===== config.mk =====
export PLATFORM = sky130hd
export DESIGN_NAME = ring_delay_ctl
export DESIGN_NICKNAME = d
export VERILOG_FILES = /design/src/rtl/rdc_pkg.sv /design/src/rtl/rdc_rate_meter.sv /design/src/rtl/rdc_divider.sv /design/src/rtl/rdc_addr_shifter.sv /design/src/rtl/ring_delay_ctl.sv
export SDC_FILE = /design/constraint.sdc
export NUM_CORES = 1
export LEC_CHECK = 0
export ABC_CLOCK_PERIOD_IN_PS = 10200
export BUFFER_PORTS_ARGS = -buffer_cell sky130_fd_sc_hd__buf_4
export CAP_MARGIN = 20
export CORE_MARGIN = 4
export CORE_UTILIZATION = 25
export CTS_CLUSTER_SIZE = 12
export DETAILED_ROUTE_END_ITERATION = 10
export SLEW_MARGIN = 30
export SYNTH_ARGS = -nofsm -noshare
export SYNTH_HDL_FRONTEND = slang
export SYNTH_SLANG_ARGS = --single-unit

===== constraint.sdc =====
create_clock -name clk -period 10.2 [get_ports clk]
set_clock_uncertainty 0.2 [all_clocks]
set_input_delay 1.02 -clock clk [delete_from_list [all_inputs] [get_ports clk]]
set_output_delay 1.02 -clock clk [all_outputs]
set_load 0.005 [all_outputs]

===== src/rtl/rdc_pkg.sv =====
package rdc_pkg;
  typedef enum logic [2:0] {
    XS_IDLE, XS_WSH, XS_WR, XS_WEND, XS_RSH, XS_RD
  } xfer_st_t;

  typedef enum logic [1:0] {
    SH_IDLE, SH_HI, SH_LO
  } sh_st_t;
endpackage


===== src/rtl/rdc_rate_meter.sv =====
module rdc_rate_meter #(
  parameter int PER_W = 24
) (
  input  logic             clk,
  input  logic             rst_n,
  input  logic             tick,
  output logic [PER_W-1:0] period,
  output logic             valid,
  output logic             chg
);
  logic [PER_W-1:0] cnt;
  logic             seen;
  logic [PER_W-1:0] span;

  assign span = cnt + 1'b1;

  always_ff @(posedge clk or negedge rst_n) begin
    if (!rst_n) begin
      cnt    <= '0;
      seen   <= 1'b0;
      period <= '0;
      valid  <= 1'b0;
      chg    <= 1'b0;
    end else begin
      chg <= 1'b0;
      if (tick) begin
        cnt  <= '0;
        seen <= 1'b1;
        if (seen) begin
          period <= span;
          valid  <= 1'b1;
          if (!valid || span != period) chg <= 1'b1;
        end
      end else if (cnt != '1) begin
        cnt <= cnt + 1'b1;
      end
    end
  end
endmodule


===== src/rtl/rdc_divider.sv =====
module rdc_divider #(
  parameter int NUM_W = 27,
  parameter int DEN_W = 24
) (
  input  logic             clk,
  input  logic             rst_n,
  input  logic             start,
  input  logic [NUM_W-1:0] num,
  input  logic [DEN_W-1:0] den,
  output logic [NUM_W-1:0] quo,
  output logic             done
);
  localparam int CNT_W = $clog2(NUM_W + 1);

  logic [DEN_W:0]   rem;
  logic [DEN_W-1:0] den_q;
  logic [CNT_W-1:0] left;
  logic [DEN_W:0]   trial;
  logic             take;

  assign trial = {rem[DEN_W-1:0], quo[NUM_W-1]};
  assign take  = trial >= {1'b0, den_q};

  always_ff @(posedge clk or negedge rst_n) begin
    if (!rst_n) begin
      rem   <= '0;
      den_q <= '0;
      quo   <= '0;
      left  <= '0;
      done  <= 1'b0;
    end else begin
      done <= 1'b0;
      if (start) begin
        rem   <= '0;
        den_q <= den;
        quo   <= num;
        left  <= CNT_W'(NUM_W);
      end else if (left != '0) begin
        rem  <= take ? trial - {1'b0, den_q} : trial;
        quo  <= {quo[NUM_W-2:0], take};
        left <= left - 1'b1;
        if (left == CNT_W'(1)) done <= 1'b1;
      end
    end
  end
endmodule


===== src/rtl/rdc_addr_shifter.sv =====
module rdc_addr_shifter
  import rdc_pkg::*;
#(
  parameter int HI_W = 16
) (
  input  logic            clk,
  input  logic            rst_n,
  input  logic            start,
  input  logic [HI_W-1:0] value,
  output logic            ser_clk,
  output logic            ser_dat,
  output logic            ser_lat,
  output logic            done
);
  localparam int BC_W = $clog2(HI_W);

  sh_st_t          st;
  logic [HI_W-1:0] sr;
  logic [BC_W-1:0] bitn;

  always_ff @(posedge clk or negedge rst_n) begin
    if (!rst_n) begin
      st      <= SH_IDLE;
      sr      <= '0;
      bitn    <= '0;
      ser_clk <= 1'b0;
      ser_dat <= 1'b0;
      ser_lat <= 1'b1;
      done    <= 1'b0;
    end else begin
      done <= 1'b0;
      case (st)
        SH_IDLE: if (start) begin
          sr      <= value;
          ser_dat <= value[HI_W-1];
          ser_lat <= 1'b0;
          bitn    <= '0;
          st      <= SH_HI;
        end
        SH_HI: begin
          ser_clk <= 1'b1;
          st      <= SH_LO;
        end
        SH_LO: begin
          ser_clk <= 1'b0;
          if (bitn == BC_W'(HI_W - 1)) begin
            ser_lat <= 1'b1;
            done    <= 1'b1;
            st      <= SH_IDLE;
          end else begin
            sr      <= sr << 1;
            ser_dat <= sr[HI_W-2];
            bitn    <= bitn + 1'b1;
            st      <= SH_HI;
          end
        end
        default: st <= SH_IDLE;
      endcase
    end
  end
endmodule


===== src/rtl/ring_delay_ctl.sv =====
module ring_delay_ctl
  import rdc_pkg::*;
#(
  parameter int ADDR_W    = 19,
  parameter int LO_W      = 3,
  parameter int DATA_W    = 8,
  parameter int NUM_BLK   = 4680,
  parameter int BLK_BYTES = 112,
  parameter int STEP_REF  = 400000,
  parameter int STEPS_W   = 8,
  parameter int STEPS_MIN = 2,
  parameter int STEPS_MAX = 150,
  parameter int PER_W     = 24,
  parameter int WR_CYC    = 2,
  parameter int RD_CYC    = 2
) (
  input  logic               clk,
  input  logic               rst_n,
  input  logic               xfer_req,
  input  logic [DATA_W-1:0]  xfer_wdata,
  output logic               xfer_done,
  output logic [DATA_W-1:0]  xfer_rdata,
  input  logic               fill_tick,
  input  logic [STEPS_W-1:0] delay_steps,
  input  logic               bypass_tgl,
  output logic               bypass_on,
  output logic               filling,
  output logic [LO_W-1:0]    sram_alo,
  output logic [DATA_W-1:0]  sram_dq_o,
  output logic               sram_dq_oe,
  input  logic [DATA_W-1:0]  sram_dq_i,
  output logic               sram_we_n,
  output logic               sram_oe_n,
  output logic               sram_ce_n,
  output logic               ser_clk,
  output logic               ser_dat,
  output logic               ser_lat
);
  localparam int HI_W   = ADDR_W - LO_W;
  localparam int TOTAL  = NUM_BLK * BLK_BYTES;
  localparam int REF_W  = $clog2(STEP_REF + 1);
  localparam int NUM_W  = STEPS_W + REF_W;
  localparam int BIDX_W = $clog2(NUM_BLK);
  localparam int CYC_W  = 4;

  // ring arithmetic, kept in functions so the bench can restate it
  function automatic logic [ADDR_W-1:0] ptr_inc(input logic [ADDR_W-1:0] p);
    return (p == ADDR_W'(TOTAL - 1)) ? '0 : p + 1'b1;
  endfunction

  function automatic logic [ADDR_W-1:0] ptr_back(input logic [ADDR_W-1:0] p,
                                                 input logic [ADDR_W-1:0] d);
    return (p >= d) ? p - d : p + ADDR_W'(TOTAL) - d;
  endfunction

  function automatic logic [STEPS_W-1:0] clamp_steps(input logic [STEPS_W-1:0] s);
    if (s < STEPS_W'(STEPS_MIN)) return STEPS_W'(STEPS_MIN);
    if (s > STEPS_W'(STEPS_MAX)) return STEPS_W'(STEPS_MAX);
    return s;
  endfunction

  function automatic logic [BIDX_W-1:0] clamp_blocks(input logic [NUM_W-1:0] q);
    return (q > NUM_W'(NUM_BLK - 1)) ? BIDX_W'(NUM_BLK - 1) : BIDX_W'(q);
  endfunction

  function automatic logic [ADDR_W-1:0] blk_bytes(input logic [BIDX_W-1:0] b);
    return ADDR_W'(b) * ADDR_W'(BLK_BYTES);
  endfunction

  // rate measurement and offset division
  logic [PER_W-1:0]   period;
  logic               rate_valid, rate_chg;
  logic [STEPS_W-1:0] steps_q, steps_cl;
  logic [NUM_W-1:0]   div_num, div_quo;
  logic               div_start, div_done;
  logic [BIDX_W-1:0]  blk_q;

  assign steps_cl  = clamp_steps(delay_steps);
  assign div_num   = NUM_W'(steps_cl) * NUM_W'(STEP_REF);
  assign div_start = rate_valid && (rate_chg || steps_cl != steps_q);

  rdc_rate_meter #(.PER_W(PER_W)) u_rate (
    .clk(clk), .rst_n(rst_n), .tick(fill_tick),
    .period(period), .valid(rate_valid), .chg(rate_chg)
  );

  rdc_divider #(.NUM_W(NUM_W), .DEN_W(PER_W)) u_div (
    .clk(clk), .rst_n(rst_n), .start(div_start), .num(div_num),
    .den(period), .quo(div_quo), .done(div_done)
  );

  // serial upper address
  logic            sh_start, sh_done;
  logic [HI_W-1:0] sh_val, lat_hi;
  logic            lat_ok;

  rdc_addr_shifter #(.HI_W(HI_W)) u_shift (
    .clk(clk), .rst_n(rst_n), .start(sh_start), .value(sh_val),
    .ser_clk(ser_clk), .ser_dat(ser_dat), .ser_lat(ser_lat), .done(sh_done)
  );

  // transfer engine
  xfer_st_t          st;
  logic [ADDR_W-1:0] wp, rp, need_q, fill_cnt, off_bytes;
  logic [DATA_W-1:0] wbuf;
  logic [CYC_W-1:0]  cyc;
  logic              apply_pend;
  logic              ev_apply, ev_wr_commit;

  assign off_bytes    = bypass_on ? '0 : blk_bytes(blk_q);
  assign ev_apply     = (st == XS_IDLE) && apply_pend;
  assign ev_wr_commit = (st == XS_WEND);
  assign filling      = fill_cnt < need_q;

  always_ff @(posedge clk or negedge rst_n) begin
    if (!rst_n) begin
      steps_q    <= '0;
      blk_q      <= '0;
      bypass_on  <= 1'b0;
      apply_pend <= 1'b0;
    end else begin
      if (steps_cl != steps_q) steps_q <= steps_cl;
      if (div_done) blk_q <= clamp_blocks(div_quo);
      if (bypass_tgl) bypass_on <= ~bypass_on;
      apply_pend <= (apply_pend && !ev_apply) || div_done || bypass_tgl;
    end
  end

  always_ff @(posedge clk or negedge rst_n) begin
    if (!rst_n) begin
      st         <= XS_IDLE;
      wp         <= '0;
      rp         <= '0;
      need_q     <= '0;
      fill_cnt   <= '0;
      wbuf       <= '0;
      cyc        <= '0;
      lat_hi     <= '0;
      lat_ok     <= 1'b0;
      sh_start   <= 1'b0;
      sh_val     <= '0;
      xfer_done  <= 1'b0;
      xfer_rdata <= '0;
    end else begin
      sh_start  <= 1'b0;
      xfer_done <= 1'b0;
      case (st)
        XS_IDLE: begin
          if (apply_pend) begin
            rp       <= ptr_back(wp, off_bytes);
            need_q   <= off_bytes;
            fill_cnt <= '0;
          end else if (xfer_req) begin
            wbuf <= xfer_wdata;
            cyc  <= '0;
            if (lat_ok && lat_hi == wp[ADDR_W-1:LO_W]) begin
              st <= XS_WR;
            end else begin
              sh_start <= 1'b1;
              sh_val   <= wp[ADDR_W-1:LO_W];
              lat_ok   <= 1'b0;
              st       <= XS_WSH;
            end
          end
        end
        XS_WSH: if (sh_done) begin
          lat_hi <= sh_val;
          lat_ok <= 1'b1;
          st     <= XS_WR;
        end
        XS_WR: begin
          if (cyc == CYC_W'(WR_CYC - 1)) st <= XS_WEND;
          else cyc <= cyc + 1'b1;
        end
        XS_WEND: begin
          wp  <= ptr_inc(wp);
          cyc <= '0;
          if (fill_cnt < need_q) fill_cnt <= fill_cnt + 1'b1;
          if (lat_ok && lat_hi == rp[ADDR_W-1:LO_W]) begin
            st <= XS_RD;
          end else begin
            sh_start <= 1'b1;
            sh_val   <= rp[ADDR_W-1:LO_W];
            lat_ok   <= 1'b0;
            st       <= XS_RSH;
          end
        end
        XS_RSH: if (sh_done) begin
          lat_hi <= sh_val;
          lat_ok <= 1'b1;
          st     <= XS_RD;
        end
        XS_RD: begin
          if (cyc == CYC_W'(RD_CYC - 1)) begin
            xfer_rdata <= sram_dq_i;
            xfer_done  <= 1'b1;
            rp         <= ptr_inc(rp);
            st         <= XS_IDLE;
          end else begin
            cyc <= cyc + 1'b1;
          end
        end
        default: st <= XS_IDLE;
      endcase
    end
  end

  assign sram_we_n  = !(st == XS_WR);
  assign sram_oe_n  = !(st == XS_RD);
  assign sram_ce_n  = sram_we_n & sram_oe_n;
  assign sram_dq_oe = (st == XS_WR) || (st == XS_WEND);
  assign sram_dq_o  = wbuf;
  assign sram_alo   = (st == XS_RSH || st == XS_RD) ? rp[LO_W-1:0] : wp[LO_W-1:0];
endmodule


==> summary.txt <==
Status
  • Status: completed

Placement
  • Hpwl dp: 34,800 um
  • Routability cong.: 0.835
  • Buffers on Ports: 57

Timing
  • Final setup TNS: 0 ps
  • Slew Viols, Final: 0
  • RSZ-0062 raised after global routing: false
  • Max Fclk: approximately 180 MHz
  • Setup violators final: 0
  • Fin crit share: 54.0%
  • Least-Margin Pin Slew: 989 ps
  • Final Critical Period: 5510 ps
  • Hold Slack: 185 ps
  • Endpoints failing hold: 0
  • Max_slew headroom: 33.5%

Floorplanning
  • Initial Util: 25.2%
  • FP Rows: 106
  • Core area: roughly 83,000 um2
  • Die W: 298 um
  • Die area: 88,700 um2
  • Die Ht: between 200 and 300 um
  • I/O pin total: between 50 and 60

GRT
  • First-pass GRT wire length: 82,000 um
  • Pin count of the biggest net entering global routing: roughly 120
  • Tot GR Track Use: a little over a tenth
  • Grt total ovfl: 0
  • Number of global-route vias before repair: 15,800
  • Initial antenna violation count: 0

Logic synthesis
  • Leading area contributor after synthesis: dfrtp_1
  • Synth Flop Type: dfrtp_1
  • Synth top area share: 36.8%
  • Register area share after synthesis: 37.0%
  • Number of distinct library cells after synthesis: 85
  • FF+latch count, synth: 310
  • Avg Cell Area, Syn: 8.93 um2
  • Mapped Cells: 2,351
  • Largest cells by area after synthesis: dfrtp_1 37%, ha_1 9.8%, o21ai_0 5.4%, nand2_1 5.4%, xnor2_1 4.3%
  • Mapped cell area: 21,000 um2
  • Post-synth EDFFs: 0
  • Yosys warning count: 0
  • Syn_nets: between 2,000 and 3,000
  • Fraction of registers with async set/reset: 100%

Route
  • Drt pass-1 iters: 5
  • Via Count: 16,300
  • Drt via density: 4.71
  • Post-DRT Antenna Nets: 0
  • Routed len/inst: 14.2 um
  • Drt drc: 0
  • Iter 0 DRT Violations: ~1,100
  • Detailed Route WL: about 50,000 um

CTS
  • Post-CTS Setup Bufs: 0
  • Worst-Skew Late Latency: roughly 550 ps
  • Post_cts resized: 0
  • Root Driver: clkbuf_16
  • H-tree depth: 2
  • Inserted Clock Buffers: 36
  • Reg clk slew, reported paths: 60 ps
  • Cts hold-fix bufs: 0
  • Clock Sink Count: 310
  • Clock Path Buffers: 3
  • CTS tree: built

Finish
  • Synth-to-Final Area Change: 12.8%
  • Diodes inserted: 0
  • Ratio of cells with drive above 1 in the final layout: 8.77%
  • Net count, final: around 2,600
  • Fill cell count: 8,769

Pwr
  • Comb pwr share: a little under a third
  • Switch share: around a third
  • Sequential Power Share: 37.3%
  • Max VDD drop: approximately 0.11 mV
  • Cell-internal power: ~2.9 mW
  • Total power draw: 4.39 mW
  • LEAKAGE: 10.4 nW
  • NetSw: roughly 1.5 mW
  • PwrDens: 186 nW/um2
  • Clk pwr share: 30.8%

Setup path
  • Reg2reg setup slack: 4770 ps
  • Crit-path max FO: 7
  • Worst Setup Start Kind: input port
  • Path depth of the worst reg2reg path: 21
  • CP Capture Type: flip-flop
  • WS Path Type: input port to flip-flop
  • Req. time, crit path: 10,390 ps
  • Max incr delay on CP: about 540 ps
  • FF-to-FF End: rp[18]
  • Worst path slowest cell: fa_1
  • Crit-path cells: buf_4, nor2_1, a21boi_2, a41oi_1, o211a_1, inv_1, fa_1, inv_1, ha_1, fa_1, ha_1, nor2b_1, o31a_1, or4_1, nand3_1, a31oi_1, a21o_1, a21oi_1, xor2_1, a21oi_1
  • Arrival time at the worst endpoint: ~5700 ps
  • Reg2Reg Launch Point: blk_q[0]

Hold path
  • Worst hold path type: input port to asynchronous set/reset pin

Run
  • Max_cap viols: 0
[synthesized netlist by cell type (14+ instances only)]
cell / number
xor2_1: 54
nor2_1: 132
fa_1: 28
dfrtp_1: 309
a31oi_1: 41
o211ai_1: 14
nor3_1: 50
a21oi_1: 107
mux2_2: 32
nor4_1: 17
ha_1: 164
o31ai_1: 14
mux2i_1: 49
nand2_1: 301
nand2b_1: 44
nor2b_1: 23
inv_1: 162
nand4_1: 31
a21o_1: 21
and2_1: 17
and3_1: 28
clkbuf_1: 82
o21ai_0: 228
buf_2: 19
xnor2_1: 104
a211oi_2: 14
nand3_1: 58
[registers in the layout, indices dropped and copies added (netlist names), 13 cells and up]
register	flops
wp	19
u_shift.sr	15
u_rate.cnt	24
need_q	15
blk_q	13
lat_hi	16
u_rate.period	24
u_div.quo	27
u_div.den_q	24
sh_val	16
fill_cnt	19
rp	19
u_div.rem	24
[power by group through the flow]
stage | clock [mW] | combinational, mW | sequential, mW
4_1_cts | 1.40 | 1.42 | 1.64
3_5_place_dp | 0 | 1.40 | 1.66
6_report | 1.35 | 1.40 | 1.64
5_1_grt | 1.45 | 1.60 | 1.68
3_3_place_gp | 0 | 1.39 | 1.66
2_1_floorplan | 0 | 1.07 | 1.58
[area by class of cell]
class	instances	area [um2]	share of cell area (%)
multi-input combinational	1766	12200	51.3
tap	1080	1350	5.71
sequential	310	7760	32.8
clock inverter	12	203	0.856
timing repair buffer	73	603	2.55
inverter	162	608	2.57
clock buffer	50	1000	4.24
[critical path: cells and delay by family]
family | cells | cell delay, ps
buf+inv | 3 | 280
fa+ha+maj | 4 | 1560
simple gates | 4 | 880
compound gates | 8 | 1780
xor+xnor | 1 | 150
[per-stage QoR]
step,std cells,setup WS (ps),utilization (%),cell area (um2)
after floorplan,2351,4670,-,21000
after global placement,3389,4150,26.9,22400
after detailed placement,3389,4130,26.9,22400
after CTS,3451,4700,28.3,23600
after global routing,3453,4320,28.4,23700
final,3453,4690,28.4,23700
[cell usage in the layout, fill, tap and decap left out, types with 31 or more instances in the layout]
master / instances
dfrtp_1: 309
nand2_1: 301
o21ai_0: 228
ha_1: 163
inv_1: 162
nor2_1: 132
a21oi_1: 107
xnor2_1: 104
buf_4: 67
nand3_1: 58
xor2_1: 54
nor3_1: 49
mux2i_1: 49
nand2b_1: 44
a31oi_1: 41
clkbuf_16: 36
mux2_2: 32
nand4_1: 31
[cells by family after synthesis]
logic type                 synth area share (%)
AOI/OAI and AO/OA                          17.2
xor gates and xnor gates                   6.59
adders and majority gates                  12.5
buffers and inverters                      5.32
DFF                                        37.0
muxes                                      4.12
and+or+nand+nor                            17.4
[routing by layer]
metal	global-route usage, %	part of all wire (%)	vias up
met5	0	0	-
met4	2.42	1.9	0
met3	1.65	3.9	67
met2	17.4	44	279
met1	15.6	50	7718
li1	-	-	8207
[how the worst max path moves through the flow]
| stage | from | end | slack (ps) | cells past startpoint |
|---|---|---|---|---|
| 2_1_floorplan | delay_steps[3] | u_div.quo[25] | 4670 | 20 |
| 3_3_place_gp | delay_steps[6] | u_div.quo[25] | 4150 | 20 |
| 3_5_place_dp | delay_steps[6] | u_div.quo[25] | 4130 | 20 |
| 4_1_cts | delay_steps[6] | u_div.quo[25] | 4700 | 20 |
| 5_1_grt | blk_q[0] | rp[18] | 4320 | 21 |
| 6_report | delay_steps[6] | u_div.quo[25] | 4690 | 20 |
(Power assumes the default switching activity.)
